## config.mk

```make
export PLATFORM = sky130hd
export DESIGN_NAME = desc_xfer_engine
export DESIGN_NICKNAME = d
export VERILOG_FILES = /design/src/rtl/dxe_pkg.sv /design/src/rtl/dxe_addr_step.sv /design/src/rtl/dxe_count_unit.sv /design/src/rtl/dxe_bus_port.sv /design/src/rtl/desc_xfer_engine.sv
export SDC_FILE = /design/constraint.sdc
export NUM_CORES = 1
export LEC_CHECK = 0
export ABC_AREA = 1
export BUFFER_PORTS_ARGS = -buffer_cell sky130_fd_sc_hd__buf_2
export CAP_MARGIN = 20
export CORE_UTILIZATION = 45
export CTS_CLUSTER_DIAMETER = 40
export DETAILED_ROUTE_END_ITERATION = 8
export MAX_ROUTING_LAYER = met4
export PLACE_DENSITY = 0.73
export SLEW_MARGIN = 20
export SYNTH_ARGS = -nofsm -noshare
export SYNTH_HDL_FRONTEND = slang
export SYNTH_SLANG_ARGS = --single-unit
```

## constraint.sdc

```tcl
create_clock -name clk -period 3.7 [get_ports clk]
set_input_delay 1.11 -clock clk [delete_from_list [all_inputs] [get_ports clk]]
set_output_delay 1.11 -clock clk [all_outputs]
set_load 0.005 [all_outputs]
```

## src/rtl/dxe_pkg.sv

```systemverilog
package dxe_pkg;
  localparam int ADDR_W    = 24;
  localparam int CNT_W     = 16;
  localparam int WORD_W    = 32;
  localparam int REC_BYTES = 16;
  localparam int REC_SHIFT = $clog2(REC_BYTES);

  typedef enum logic [1:0] {
    MODE_NORMAL = 2'd0,
    MODE_REPEAT = 2'd1,
    MODE_BLOCK  = 2'd2,
    MODE_SPARE  = 2'd3
  } mode_e;

  typedef enum logic [1:0] {
    UPD_HOLD  = 2'd0,
    UPD_INC   = 2'd1,
    UPD_DEC   = 2'd2,
    UPD_HOLD3 = 2'd3
  } upd_e;

  typedef struct packed {
    logic [ADDR_W-1:0] src;
    logic [ADDR_W-1:0] dst;
    mode_e             mode;
    upd_e              src_upd;
    upd_e              dst_upd;
    logic              wide;
    logic              chain;
    logic              chain_at_zero;
    logic              side_is_src;
    logic              ended;
    logic [CNT_W-1:0]  count;
    logic [CNT_W-1:0]  reload;
    logic [ADDR_W-1:0] start;
  } desc_t;

  function automatic desc_t desc_unpack(input logic [WORD_W-1:0] w0, input logic [WORD_W-1:0] w1,
                                        input logic [WORD_W-1:0] w2, input logic [WORD_W-1:0] w3);
    desc_t d;
    d.src           = w0[ADDR_W-1:0];
    d.mode          = mode_e'(w0[25:24]);
    d.src_upd       = upd_e'(w0[27:26]);
    d.dst_upd       = upd_e'(w0[29:28]);
    d.wide          = w0[30];
    d.chain         = w0[31];
    d.dst           = w1[ADDR_W-1:0];
    d.chain_at_zero = w1[24];
    d.side_is_src   = w1[25];
    d.ended         = w1[26];
    d.count         = w2[CNT_W-1:0];
    d.reload        = w2[WORD_W-1:CNT_W];
    d.start         = w3[ADDR_W-1:0];
    return d;
  endfunction

  function automatic logic [WORD_W-1:0] desc_word(input desc_t d, input logic [1:0] idx);
    logic [WORD_W-1:0] w;
    case (idx)
      2'd0:    w = {d.chain, d.wide, d.dst_upd, d.src_upd, d.mode, d.src};
      2'd1:    w = {5'b0, d.ended, d.side_is_src, d.chain_at_zero, d.dst};
      2'd2:    w = {d.reload, d.count};
      default: w = {{(WORD_W-ADDR_W){1'b0}}, d.start};
    endcase
    return w;
  endfunction
endpackage

```

## src/rtl/dxe_addr_step.sv

```systemverilog
module dxe_addr_step
  import dxe_pkg::*;
(
  input  logic [ADDR_W-1:0] addr,
  input  upd_e              upd,
  input  logic              wide,
  output logic [ADDR_W-1:0] next
);
  logic [ADDR_W-1:0] step;

  always_comb begin
    step = wide ? ADDR_W'(2) : ADDR_W'(1);
    case (upd)
      UPD_INC: next = addr + step;
      UPD_DEC: next = addr - step;
      default: next = addr;
    endcase
  end
endmodule

```

## src/rtl/dxe_count_unit.sv

```systemverilog
module dxe_count_unit
  import dxe_pkg::*;
(
  input  mode_e            mode,
  input  logic [CNT_W-1:0] count,
  input  logic [CNT_W-1:0] reload,
  output logic [CNT_W-1:0] count_next,
  output logic             hit_zero,
  output logic             rewind,
  output logic             finish
);
  logic [CNT_W-1:0] dec;

  always_comb begin
    dec        = count - CNT_W'(1);
    hit_zero   = (dec == '0);
    count_next = dec;
    rewind     = 1'b0;
    finish     = 1'b0;
    case (mode)
      MODE_REPEAT: begin
        rewind = hit_zero;
        if (hit_zero) count_next = reload;
      end
      MODE_BLOCK: begin
        rewind = 1'b1;
        finish = hit_zero;
      end
      default: finish = hit_zero;
    endcase
  end
endmodule

```

## src/rtl/dxe_bus_port.sv

```systemverilog
module dxe_bus_port
  import dxe_pkg::*;
(
  input  logic              clk,
  input  logic              rst_n,
  input  logic              go,
  input  logic              go_write,
  input  logic [ADDR_W-1:0] go_addr,
  input  logic [1:0]        go_size,
  input  logic [WORD_W-1:0] go_wdata,
  output logic              done,
  output logic [WORD_W-1:0] rdata,
  output logic              mem_valid,
  input  logic              mem_ready,
  output logic              mem_write,
  output logic [ADDR_W-1:0] mem_addr,
  output logic [1:0]        mem_size,
  output logic [WORD_W-1:0] mem_wdata,
  input  logic              mem_rvalid,
  input  logic [WORD_W-1:0] mem_rdata
);
  typedef enum logic [1:0] {P_IDLE, P_REQ, P_RESP} phase_e;
  phase_e phase;

  assign mem_valid = (phase == P_REQ);

  always_ff @(posedge clk) begin
    if (!rst_n) begin
      phase     <= P_IDLE;
      done      <= 1'b0;
      rdata     <= '0;
      mem_write <= 1'b0;
      mem_addr  <= '0;
      mem_size  <= '0;
      mem_wdata <= '0;
    end else begin
      done <= 1'b0;
      case (phase)
        P_IDLE: if (go) begin
          mem_write <= go_write;
          mem_addr  <= go_addr;
          mem_size  <= go_size;
          mem_wdata <= go_wdata;
          phase     <= P_REQ;
        end
        P_REQ: if (mem_ready) begin
          if (mem_write) begin
            done  <= 1'b1;
            phase <= P_IDLE;
          end else begin
            phase <= P_RESP;
          end
        end
        default: if (mem_rvalid) begin
          rdata <= mem_rdata;
          done  <= 1'b1;
          phase <= P_IDLE;
        end
      endcase
    end
  end

  AST_CMD_HOLD: assert property (@(posedge clk) disable iff (!rst_n)
    mem_valid && !mem_ready |=> mem_valid && $stable(mem_addr) && $stable(mem_write)
                                && $stable(mem_size) && $stable(mem_wdata));
  AST_RESP_EXPECTED: assert property (@(posedge clk) disable iff (!rst_n)
    mem_rvalid |-> phase == P_RESP);
endmodule

```

## src/rtl/desc_xfer_engine.sv

```systemverilog
module desc_xfer_engine
  import dxe_pkg::*;
#(
  parameter int                VEC_W     = 8,
  parameter logic [ADDR_W-1:0] DESC_BASE = '0
) (
  input  logic              clk,
  input  logic              rst_n,
  input  logic              act_valid,
  output logic              act_ready,
  input  logic [VEC_W-1:0]  act_vec,
  output logic              busy,
  output logic              xfer_end,
  output logic              mem_valid,
  input  logic              mem_ready,
  output logic              mem_write,
  output logic [ADDR_W-1:0] mem_addr,
  output logic [1:0]        mem_size,
  output logic [WORD_W-1:0] mem_wdata,
  input  logic              mem_rvalid,
  input  logic [WORD_W-1:0] mem_rdata
);
  localparam int NSIDE = 2;
  localparam logic [1:0] LAST_WB = 2'd2;

  typedef enum logic [2:0] {S_IDLE, S_FETCH, S_DECIDE, S_RD, S_WR, S_UPDATE, S_WB} state_e;
  state_e state;

  desc_t             desc_q;
  logic [WORD_W-1:0] fw [4];
  logic [1:0]        widx;
  logic [ADDR_W-1:0] rec_ptr;
  logic [CNT_W-1:0]  units_left;
  logic [15:0]       data_q;
  logic              launched;
  logic              chain_go;

  logic              go, go_write;
  logic [ADDR_W-1:0] go_addr;
  logic [1:0]        go_size;
  logic [WORD_W-1:0] go_wdata;
  logic              bus_done;
  logic [WORD_W-1:0] bus_rdata;

  logic [ADDR_W-1:0] side_addr [NSIDE];
  upd_e              side_upd  [NSIDE];
  logic [ADDR_W-1:0] side_next [NSIDE];

  logic [CNT_W-1:0]  cnt_next;
  logic              cnt_zero, cnt_rewind, cnt_finish;

  assign act_ready = (state == S_IDLE);
  assign busy      = (state != S_IDLE);

  assign side_addr[0] = desc_q.src;
  assign side_upd[0]  = desc_q.src_upd;
  assign side_addr[1] = desc_q.dst;
  assign side_upd[1]  = desc_q.dst_upd;

  for (genvar s = 0; s < NSIDE; s++) begin : g_side
    dxe_addr_step u_step (
      .addr (side_addr[s]),
      .upd  (side_upd[s]),
      .wide (desc_q.wide),
      .next (side_next[s])
    );
  end

  dxe_count_unit u_count (
    .mode       (desc_q.mode),
    .count      (desc_q.count),
    .reload     (desc_q.reload),
    .count_next (cnt_next),
    .hit_zero   (cnt_zero),
    .rewind     (cnt_rewind),
    .finish     (cnt_finish)
  );

  always_comb begin
    go       = 1'b0;
    go_write = 1'b0;
    go_addr  = '0;
    go_size  = 2'd2;
    go_wdata = '0;
    case (state)
      S_FETCH: begin
        go      = !launched;
        go_addr = rec_ptr + ADDR_W'({widx, 2'b00});
      end
      S_RD: begin
        go      = !launched;
        go_addr = desc_q.src;
        go_size = {1'b0, desc_q.wide};
      end
      S_WR: begin
        go       = !launched;
        go_write = 1'b1;
        go_addr  = desc_q.dst;
        go_size  = {1'b0, desc_q.wide};
        go_wdata = {16'b0, desc_q.wide ? data_q[15:8] : 8'b0, data_q[7:0]};
      end
      S_WB: begin
        go       = !launched;
        go_write = 1'b1;
        go_addr  = rec_ptr + ADDR_W'({widx, 2'b00});
        go_wdata = desc_word(desc_q, widx);
      end
      default: ;
    endcase
  end

  dxe_bus_port u_bus (
    .clk        (clk),
    .rst_n      (rst_n),
    .go         (go),
    .go_write   (go_write),
    .go_addr    (go_addr),
    .go_size    (go_size),
    .go_wdata   (go_wdata),
    .done       (bus_done),
    .rdata      (bus_rdata),
    .mem_valid  (mem_valid),
    .mem_ready  (mem_ready),
    .mem_write  (mem_write),
    .mem_addr   (mem_addr),
    .mem_size   (mem_size),
    .mem_wdata  (mem_wdata),
    .mem_rvalid (mem_rvalid),
    .mem_rdata  (mem_rdata)
  );

  always_ff @(posedge clk) begin
    if (!rst_n) begin
      state      <= S_IDLE;
      desc_q     <= '0;
      for (int i = 0; i < 4; i++) fw[i] <= '0;
      widx       <= '0;
      rec_ptr    <= '0;
      units_left <= '0;
      data_q     <= '0;
      launched   <= 1'b0;
      chain_go   <= 1'b0;
      xfer_end   <= 1'b0;
    end else begin
      xfer_end <= 1'b0;
      if (go) launched <= 1'b1;
      else if (bus_done) launched <= 1'b0;

      case (state)
        S_IDLE: if (act_valid) begin
          rec_ptr <= DESC_BASE + (ADDR_W'(act_vec) << REC_SHIFT);
          widx    <= '0;
          state   <= S_FETCH;
        end
        S_FETCH: if (bus_done) begin
          fw[widx] <= bus_rdata;
          if (widx == 2'd3) state <= S_DECIDE;
          else widx <= widx + 2'd1;
        end
        S_DECIDE: begin
          desc_q   <= desc_unpack(fw[0], fw[1], fw[2], fw[3]);
          chain_go <= 1'b0;
          widx     <= '0;
          if (fw[1][26]) begin
            state <= S_WB;
          end else begin
            if (mode_e'(fw[0][25:24]) == MODE_BLOCK && fw[2][WORD_W-1:CNT_W] != '0)
              units_left <= fw[2][WORD_W-1:CNT_W];
            else
              units_left <= CNT_W'(1);
            state <= S_RD;
          end
        end
        S_RD: if (bus_done) begin
          data_q <= bus_rdata[15:0];
          state  <= S_WR;
        end
        S_WR: if (bus_done) begin
          desc_q.src <= side_next[0];
          desc_q.dst <= side_next[1];
          units_left <= units_left - CNT_W'(1);
          state      <= (units_left == CNT_W'(1)) ? S_UPDATE : S_RD;
        end
        S_UPDATE: begin
          desc_q.count <= cnt_next;
          if (cnt_rewind) begin
            if (desc_q.side_is_src) desc_q.src <= desc_q.start;
            else desc_q.dst <= desc_q.start;
          end
          if (cnt_finish) begin
            desc_q.ended <= 1'b1;
            xfer_end     <= 1'b1;
          end
          chain_go <= desc_q.chain && (!desc_q.chain_at_zero || cnt_zero);
          widx     <= '0;
          state    <= S_WB;
        end
        S_WB: if (bus_done) begin
          if (widx == LAST_WB) begin
            widx <= '0;
            if (chain_go) begin
              rec_ptr <= rec_ptr + ADDR_W'(REC_BYTES);
              state   <= S_FETCH;
            end else begin
              state <= S_IDLE;
            end
          end else begin
            widx <= widx + 2'd1;
          end
        end
        default: state <= S_IDLE;
      endcase
    end
  end

  AST_ACCEPT_BUSY: assert property (@(posedge clk) disable iff (!rst_n)
    act_valid && act_ready |=> busy && !act_ready);
  AST_IDLE_AFTER_WB: assert property (@(posedge clk) disable iff (!rst_n)
    (state == S_IDLE && $past(state) != S_IDLE) |-> $past(state) == S_WB && $past(bus_done));
  AST_END_NOT_REPEAT: assert property (@(posedge clk) disable iff (!rst_n)
    xfer_end |-> desc_q.mode != MODE_REPEAT && desc_q.ended);
  AST_SRC_HOLD: assert property (@(posedge clk) disable iff (!rst_n)
    ($past(state) == S_WR && $past(bus_done) && $past(desc_q.src_upd) == UPD_HOLD)
      |-> desc_q.src == $past(desc_q.src));
  AST_BLOCK_REWIND: assert property (@(posedge clk) disable iff (!rst_n)
    ($past(state) == S_UPDATE && desc_q.mode == MODE_BLOCK && !desc_q.side_is_src)
      |-> desc_q.dst == desc_q.start);
  AST_CHAIN_STAYS_BUSY: assert property (@(posedge clk) disable iff (!rst_n)
    (state == S_WB && bus_done && widx == LAST_WB && chain_go) |=> state == S_FETCH && busy);
endmodule

```

==> results of run 1 <==
==> tightest hold or removal path, stage by stage, from the launching register on <==
cell     delay, ns
dfxtp_1       0.31
inv_1         0.05
a21oi_1       0.05
==> metal layers <==
metal | vias up | wire [um]
li1 | 9192 | -
met5 | - | 0
met1 | 9075 | 30800
met3 | 183 | 8080
met4 | 0 | 3310
met2 | 1145 | 30600
==> cells in the mapped netlist, types with 5 or more instances <==
library cell / instances / area, um^2
a31oi_1: 13 / 81.3
o21bai_1: 10 / 75.1
buf_1: 13 / 48.8
o22ai_1: 46 / 288
nand3b_1: 7 / 52.6
xnor2_1: 6 / 52.6
or2_2: 8 / 50.1
buf_2: 8 / 40.0
o31ai_1: 14 / 105
ha_1: 59 / 738
o211a_1: 5 / 50.1
a21oi_1: 270 / 1350
nor3_1: 31 / 155
a221oi_1: 24 / 210
nor4_1: 10 / 62.6
dfxtp_1: 269 / 5390
inv_1: 281 / 1050
xor2_1: 11 / 96.3
nand3_1: 121 / 606
nor2_1: 411 / 1540
nand2_1: 463 / 1740
a21o_1: 11 / 82.6
clkbuf_1: 104 / 390
inv_2: 14 / 52.6
nor2_2: 11 / 68.8
o21ai_0: 275 / 1380
edfxtp_1: 115 / 3450
o211ai_1: 9 / 67.6
nand4_1: 23 / 144
==> placed cells by master (no fill, tap or decap), types with 15 or more instances in the layout <==
cell | synthesis | routed
nand2_1 | 463 | 461
nor2_1 | 411 | 410
inv_1 | 281 | 281
o21ai_0 | 275 | 275
a21oi_1 | 270 | 270
dfxtp_1 | 269 | 269
nand3_1 | 121 | 121
edfxtp_1 | 115 | 115
buf_2 | 8 | 106
ha_1 | 59 | 59
clkbuf_16 | 0 | 59
o22ai_1 | 46 | 46
buf_4 | 4 | 39
nor3_1 | 31 | 31
a221oi_1 | 24 | 24
nand4_1 | 23 | 23
inv_2 | 14 | 15
==> cell type report <==
class | instances | area share [%]
Antenna cell | 3 | 0.0327
Clock buffer | 72 | 6.90
Clock inverter | 36 | 1.83
Inverter | 299 | 4.89
Multi-Input combinational cell | 1878 | 41.0
Sequential cell | 384 | 38.5
Tap cell | 585 | 3.19
Timing Repair Buffer | 146 | 3.67
==> power groups by stage <==
stage	clock, mW	combinational [mW]	sequential, mW
floorplan	0	4.36	5.66
global placement	0	6.15	5.89
detailed placement	0	6.22	5.91
CTS	5.64	6.26	5.84
global route	5.83	7.09	5.93
finish	5.62	6.45	5.86
==> sequential cells by signal, indices dropped and copies added (netlist names), 3 cells and up <==
name,cells
desc_q,115
fw,115
u_bus.mem_wdata,32
u_bus.rdata,32
u_bus.mem_addr,24
rec_ptr,20
data_q,16
units_left,16
state,3
==> how the worst max path moves through the flow <==
stage	endpoint	cells past startpoint	from
floorplan	fw[3][0]	8	state[0]
global placement	u_bus.mem_wdata[0]	8	widx[0]
detailed placement	rec_ptr[15]	8	widx[0]
CTS	rec_ptr[15]	8	widx[0]
global route	rec_ptr[19]	9	widx[0]
finish	u_bus.mem_wdata[0]	8	widx[0]
==> cell families (layout without fill, tap and decap cells) <==
kind of cell    count (synthesis)  count (layout)  synth area share (%)
buf+inv                       432             553                  8.42
flops                         384             384                  44.4
other cells                     0               3                     0
simple gates                 1102            1102                  23.1
fa+ha+maj                      61              61                  3.91
xor+xnor                       17              17                 0.748
compound gates                698             698                  19.4
==> metrics by stage <==
stage	utilization [%]	area [um^2]
CTS	52.9	23000
global placement	48.3	20900
finish	53.0	23000
floorplan	-	19900
global route	53.0	23000
detailed placement	48.3	20900
==> results.py, run 1 <==
metrics = {
    "power": {
        "peakVddDrop_mv": 0.375,
        "switchingPower_mw": 7.51,
        "p_int_mw": 10.4,
        "switching_share_pct": 41.9,
        "combPwrFrac_pct": 36.0,
        "power.density_mw_per_mm2": 781,
        "pwr-share-clk_pct": 31.3,
        "p_leak_nw": 9.73,
        "fin_total_pwr_mw": 17.9,
        "p_seq_share_pct": 32.7,
    },
    "clock_network": {
        "cts_root_buffer": "clkbuf_16",
        "cts.sinks": 384,
        "clock_latency_ns": 0.64,
        "hold_buffers": 0,
        "post_cts_buffers": 0,
        "cts_tree": "yes",
        "ctsResizeCount": 0,
        "path_clk_slew_ns": 0.06,
        "cts_buffer_depth": 3,
        "h-tree-depth": 2,
        "cts-buffers-inserted": 57,
    },
    "global_route": {
        "antenna_found_initial": 4,
        "grt_usage_pct": 33.0,
        "grt_pass1_wl_um": 108000,
        "grt.busiest_layer": "met2",
        "met3_usage_pct": 7.40,
        "overflow": 0,
        "met1_usage_pct": 44.0,
        "first_global_vias": 17800,
        "grt_max_degree": 88,
        "met2_usage_pct": 47.7,
    },
    "critical_path": {
        "worst-path-max-fanout": 22,
        "setup.worst_path.end_class": "register",
        "arrival_ns": 4.06,
        "critical_path_class": "register to register",
        "path_buf_inv": 2,
        "crit_family": "compound AO/OA/AOI/OAI gates",
        "start_kind": "register",
        "rr_worst_depth": 8,
        "crit_path_top_delay_cell": "a221oi_1",
        "r2r_end": "u_bus.mem_wdata[0]",
        "worstPathCellList": "inv_1, ha_1, inv_1, o21ai_0, a221oi_1, nor2_1, a21oi_1, a21oi_1",
        "critPathRequiredTime_ns": 4.21,
        "slowest_delay_ns": 0.74,
        "r2r_setup_slack_ns": 0.16,
        "r2r-start": "widx[0]",
    },
    "timing": {
        "relSlewSlack_pct": 27.8,
        "worst_slack_ns": 0.157,
        "hold_violations": 0,
        "fin_crit_sh_pct": 95.8,
        "finalCriticalPeriod_ns": 3.54,
        "setup_viol": 0,
        "fmax_mhz": 282,
        "finalClockSkew_ns": 0.0241,
        "drv_slew": 0,
        "rsz0062_at_grt": "false",
        "setup_tns_ns": 0,
        "holdWs_ns": 0.453,
        "tightestPinTransition_ns": 1.08,
    },
    "hold_path": {
        "min-delay-start": "data_q[6]",
        "holdPathEnd": "data_q[6]",
        "hold_class": "register to register",
        "holdPathStages": 2,
    },
    "floorplan": {
        "initial_core_util_pct": 45.9,
        "core-area_mm2": 0.0434,
        "rows": 76,
        "die_w_um": 212,
        "io_pins": 108,
        "die_area_mm2": 0.0451,
        "die-height_um": 212,
    },
    "synth": {
        "ys_warn_count": 0,
        "ys_seq_elements": 384,
        "synth-edff-count": 115,
        "yosysUniqueCellTypes": 54,
        "yosysSeqAreaShare_pct": 44.4,
        "synth.avg_cell_area_um2": 7.39,
        "netlist_instances": 2694,
        "yosys_most_used_dff": "dfxtp_1",
        "syn_nets": 2800,
        "synthArstFlopShare_pct": 0,
        "netlist_area_mm2": 0.0199,
    },
    "placement": {
        "dp_hpwl_um": 53600,
        "gpl.final_weighted_congestion": 1.06,
        "dpl.cell_count": 3292,
        "portBuffers": 107,
        "pre_cts_ws_ns": 0.388,
    },
    "drt": {
        "wl_um": 72800,
        "vias_per_cell": 5.76,
        "dr.pass1.iters": 6,
        "drt_iter0_drc": 2629,
        "ant_nets": 0,
        "vias": 19600,
        "drc_errors": 0,
        "wl_per_cell_um": 21.4,
    },
    "final_layout": {
        "multi_input_area_mm2": 0.00941,
        "fin_nets": 2872,
        "nFillCells": 4151,
        "area_growth_pct": 15.4,
        "drive_above_1_share_pct": 10.6,
        "stdcell_count": 3403,
        "regArea_mm2": 0.00884,
    },
    "run_status": {
        "status": "finished clean",
    },
    "flow_run": {
        "maxCapViolations": 0,
    },
}
Power figures use the tool's default switching activity.
==> run 2: changes to the inputs <==
--- a/config.mk
+++ b/config.mk
@@ -10,10 +10,12 @@
 export CAP_MARGIN = 20
 export CORE_UTILIZATION = 45
 export CTS_CLUSTER_DIAMETER = 40
+export CTS_CLUSTER_SIZE = 12
 export DETAILED_ROUTE_END_ITERATION = 8
 export MAX_ROUTING_LAYER = met4
-export PLACE_DENSITY = 0.73
+export PLACE_DENSITY = 0.75
 export SLEW_MARGIN = 20
 export SYNTH_ARGS = -nofsm -noshare
 export SYNTH_HDL_FRONTEND = slang
+export SYNTH_HIERARCHICAL = 1
 export SYNTH_SLANG_ARGS = --single-unit
==> constraint.sdc (replaced) <==
create_clock -name clk -period 2.9 [get_ports clk]
set_input_delay 0.87 -clock clk [delete_from_list [all_inputs] [get_ports clk]]
set_output_delay 0.87 -clock clk [all_outputs]
set_load 0.005 [all_outputs]
==> run 2 against run 1 <==
Against the previous run:
- clock power grew 19%
- combinational power grew 57%
- worst hold slack lost 0.0032 ns
- area after synthesis grew 11%
- global-route usage shrank 0.60 points
- flip-flop and latch count is the same
- register-to-register slack lost 0.03 ns
- non-clock buffer count grew 69
- sequential share of layout area shrank 4.0 points
- design area grew 12%
- critical path type unchanged
==> results.py, run 2 <==
metrics = {
    "run_status": {
        "status": "finished clean",
    },
    "synth": {
        "synthAdderAreaFrac_pct": 1.37,
        "synth_compound_gate_area_share_pct": 14.9,
        "ys_seq_elements": 384,
        "synthArstFlopShare_pct": 0,
        "synth_mux_area_share_pct": 0,
        "netlist_instances": 3343,
        "synth_top_cell_area_share_pct": 24.3,
        "synth.avg_cell_area_um2": 6.62,
        "syn_nets": 3411,
        "yosysUniqueCellTypes": 51,
        "yosysSeqAreaShare_pct": 40.0,
        "yosys_most_used_dff": "dfxtp_1",
        "synthSimpleGateAreaFrac_pct": 33.8,
        "synthTopCellsByArea": "dfxtp_1 24%, nand2_1 16%, edfxtp_1 16%",
        "ys_warn_count": 6,
        "yosys.area.top_type": "dfxtp_1",
        "synth_top_family_by_area": "simple AND/OR/NAND/NOR gates",
        "netlist_area_mm2": 0.0221,
        "synth-xor-area-share_pct": 0.707,
        "synth-edff-count": 115,
        "synth_most_common_cell": "nand2_1",
        "synth_commonest_cells": "924 x nand2_1, 566 x nor2_1, 310 x inv_1",
    },
    "timing": {
        "worst_slack_ns": 0.123,
        "tightestPinTransition_ns": 0.951,
        "hold_violations": 0,
        "finalClockSkew_ns": 0.0360,
        "setup_viol": 0,
        "relSlewSlack_pct": 36.6,
        "drv_slew": 0,
        "finalCriticalPeriod_ns": 2.78,
        "setup_tns_ns": 0,
        "fin_crit_sh_pct": 95.8,
        "fmax_mhz": 360,
        "rsz0062_at_grt": "true",
    },
    "critical_path": {
        "r2r-start": "desc_q[61]",
        "critPathRequiredTime_ns": 3.40,
        "r2r_end": "desc_q[87]",
        "critical_path_class": "register to register",
        "crit_path_end": "desc_q[87]",
        "r2r_setup_slack_ns": 0.12,
        "arrival_ns": 3.28,
        "setup.worst_path.end_class": "register",
        "rr_worst_depth": 20,
        "crit_start": "desc_q[61]",
        "start_kind": "register",
        "worst-path-max-fanout": 10,
    },
    "floorplan": {
        "die-height_um": 224,
        "die_w_um": 224,
        "io_pins": 108,
        "core-area_mm2": 0.0481,
        "rows": 80,
        "die_area_mm2": 0.0501,
        "initial_core_util_pct": 46.0,
    },
    "clock_network": {
        "cts_tree": "yes",
        "cts.sinks": 384,
        "cts_buffer_depth": 3,
        "hold_buffers": 0,
        "clock_latency_ns": 0.62,
        "h-tree-depth": 2,
        "cts-buffers-inserted": 53,
        "cts_root_buffer": "clkbuf_16",
        "path_clk_slew_ns": 0.06,
    },
    "final_layout": {
        "largestRegisters": "desc_q (115), fw (115)",
        "regArea_mm2": 0.00884,
        "final_util_pct": 53.2,
        "fin_nets": 3518,
        "final_common_cell": "nand2_1",
        "final_cell_mix": "918 x nand2_1, 555 x nor2_1, 310 x inv_1, 266 x dfxtp_1, 262 x o21ai_0",
        "nFillCells": 4816,
        "drive_above_1_share_pct": 12.2,
        "multi_input_area_mm2": 0.0113,
        "area_growth_pct": 15.8,
    },
    "drt": {
        "vias": 23000,
        "ant_nets": 0,
        "vias_per_cell": 5.55,
        "wl_um": 80800,
        "dr.pass1.iters": 6,
        "wl_per_cell_um": 19.5,
        "drc_errors": 0,
        "drt_iter0_drc": 3006,
    },
    "placement": {
        "dp_hpwl_um": 58200,
        "gpl.final_weighted_congestion": 1.03,
        "pre_cts_ws_ns": 0.116,
        "portBuffers": 107,
    },
    "flow_run": {
        "maxCapViolations": 0,
    },
    "global_route": {
        "grt_max_degree": 119,
        "antenna_found_initial": 2,
        "grt_usage_pct": 32.4,
        "grt_pass1_wl_um": 120000,
        "first_global_vias": 20500,
        "overflow": 0,
    },
    "hold_path": {
        "hold_class": "register to register",
    },
    "power": {
        "peakVddDrop_mv": 0.719,
        "p_leak_nw": 10.7,
        "power.density_mw_per_mm2": 966,
    },
}
==> run 2: cell types whose count changed in the layout (fill, tap and decap cells not counted), moves of 22 or more <==
cell      previous run  this run
inv_1              281       310
a21oi_1            270       248
o22ai_1             46         1
nand2_1            461       918
nor2_2              11        40
ha_1                59        18
a221oi_1            24         0
buf_4               39        96
nand3_1            121       166
nor2_1             410       555
==> run 2: layer usage <==
metal / track usage [%] / share of wire (%) / wire length [um] / up-vias
met5: - / 0 / 0 / -
met4: 19.2 / 6.6 / 5370 / 0
met3: 6.19 / 11 / 8630 / 269
met2: 46.8 / 42 / 34200 / 1262
met1: 42.0 / 40 / 32600 / 10500
li1: - / - / - / 11000
==> run 2: stage by stage <==
stage	instances	hold WS [ns]	power, mW	area (um^2)
after floorplan	3343	0.425	14.1	22100
after global placement	4044	0.434	17.5	23600
after detailed placement	4044	0.438	17.6	23600
after CTS	4142	0.447	24.2	25400
after global routing	4150	0.461	26.1	25600
final	4150	0.450	24.7	25600
==> run 2: how the worst min path moves through the flow <==
stage	depth (start not counted)	slack (ns)	end	start
3_5_place_dp	2	0.44	data_q[7]	data_q[7]
3_3_place_gp	2	0.43	data_q[5]	data_q[5]
2_1_floorplan	2	0.42	data_q[0]	data_q[0]
5_1_grt	2	0.46	data_q[5]	data_q[5]
6_report	2	0.45	data_q[5]	data_q[5]
4_1_cts	2	0.45	data_q[7]	data_q[7]
==> run 2: power by group <==
part           total [mW]  internal [mW]  switching (mW)
combinational        10.1           3.28            6.80
sequential           7.98           6.68            1.29
clock                6.67           4.00            2.67
total                24.7           14.0            10.8
==> run 2: cells by family after synthesis <==
kind of cell    Yosys count
compound gates          611
buf+inv                 494
flops                   384
xor+xnor                 17
fa+ha+maj                23
simple gates           1814
==> run 2: worst max-delay path, stage by stage, from the launching register on <==
cell and delay [ns]:
dfxtp_1 0.31, inv_1 0.09, ha_2 0.24, inv_2 0.07, buf_4 0.19, nand2_1 0.07, nand2_1 0.13, nor2_1 0.21
nand2_1 0.12, nor2_1 0.20, nand3_1 0.20, nand3_1 0.11, nand2_1 0.05, nand3_1 0.11, nand2_1 0.07, nand2_1 0.07
o21ai_0 0.07, a21oi_1 0.15, nand2_1 0.08, nand2_1 0.09, nor2_1 0.05
==> run 2: layout make-up <==
cell class	instances	area share, %
timing repair buffer	215	5.93
sequential	384	34.5
multi-input combinational	2465	44.3
inverter	331	4.85
clock buffer	72	6.19
clock inverter	26	1.03
antenna	1	0.00977
tap	656	3.20
==> run 2: what timing repair did <==
action                                  4_1_cts  5_1_grt
buffers inserted                              0        3
gates resized for setup                       0       27
endpoints found under the setup margin        0       48
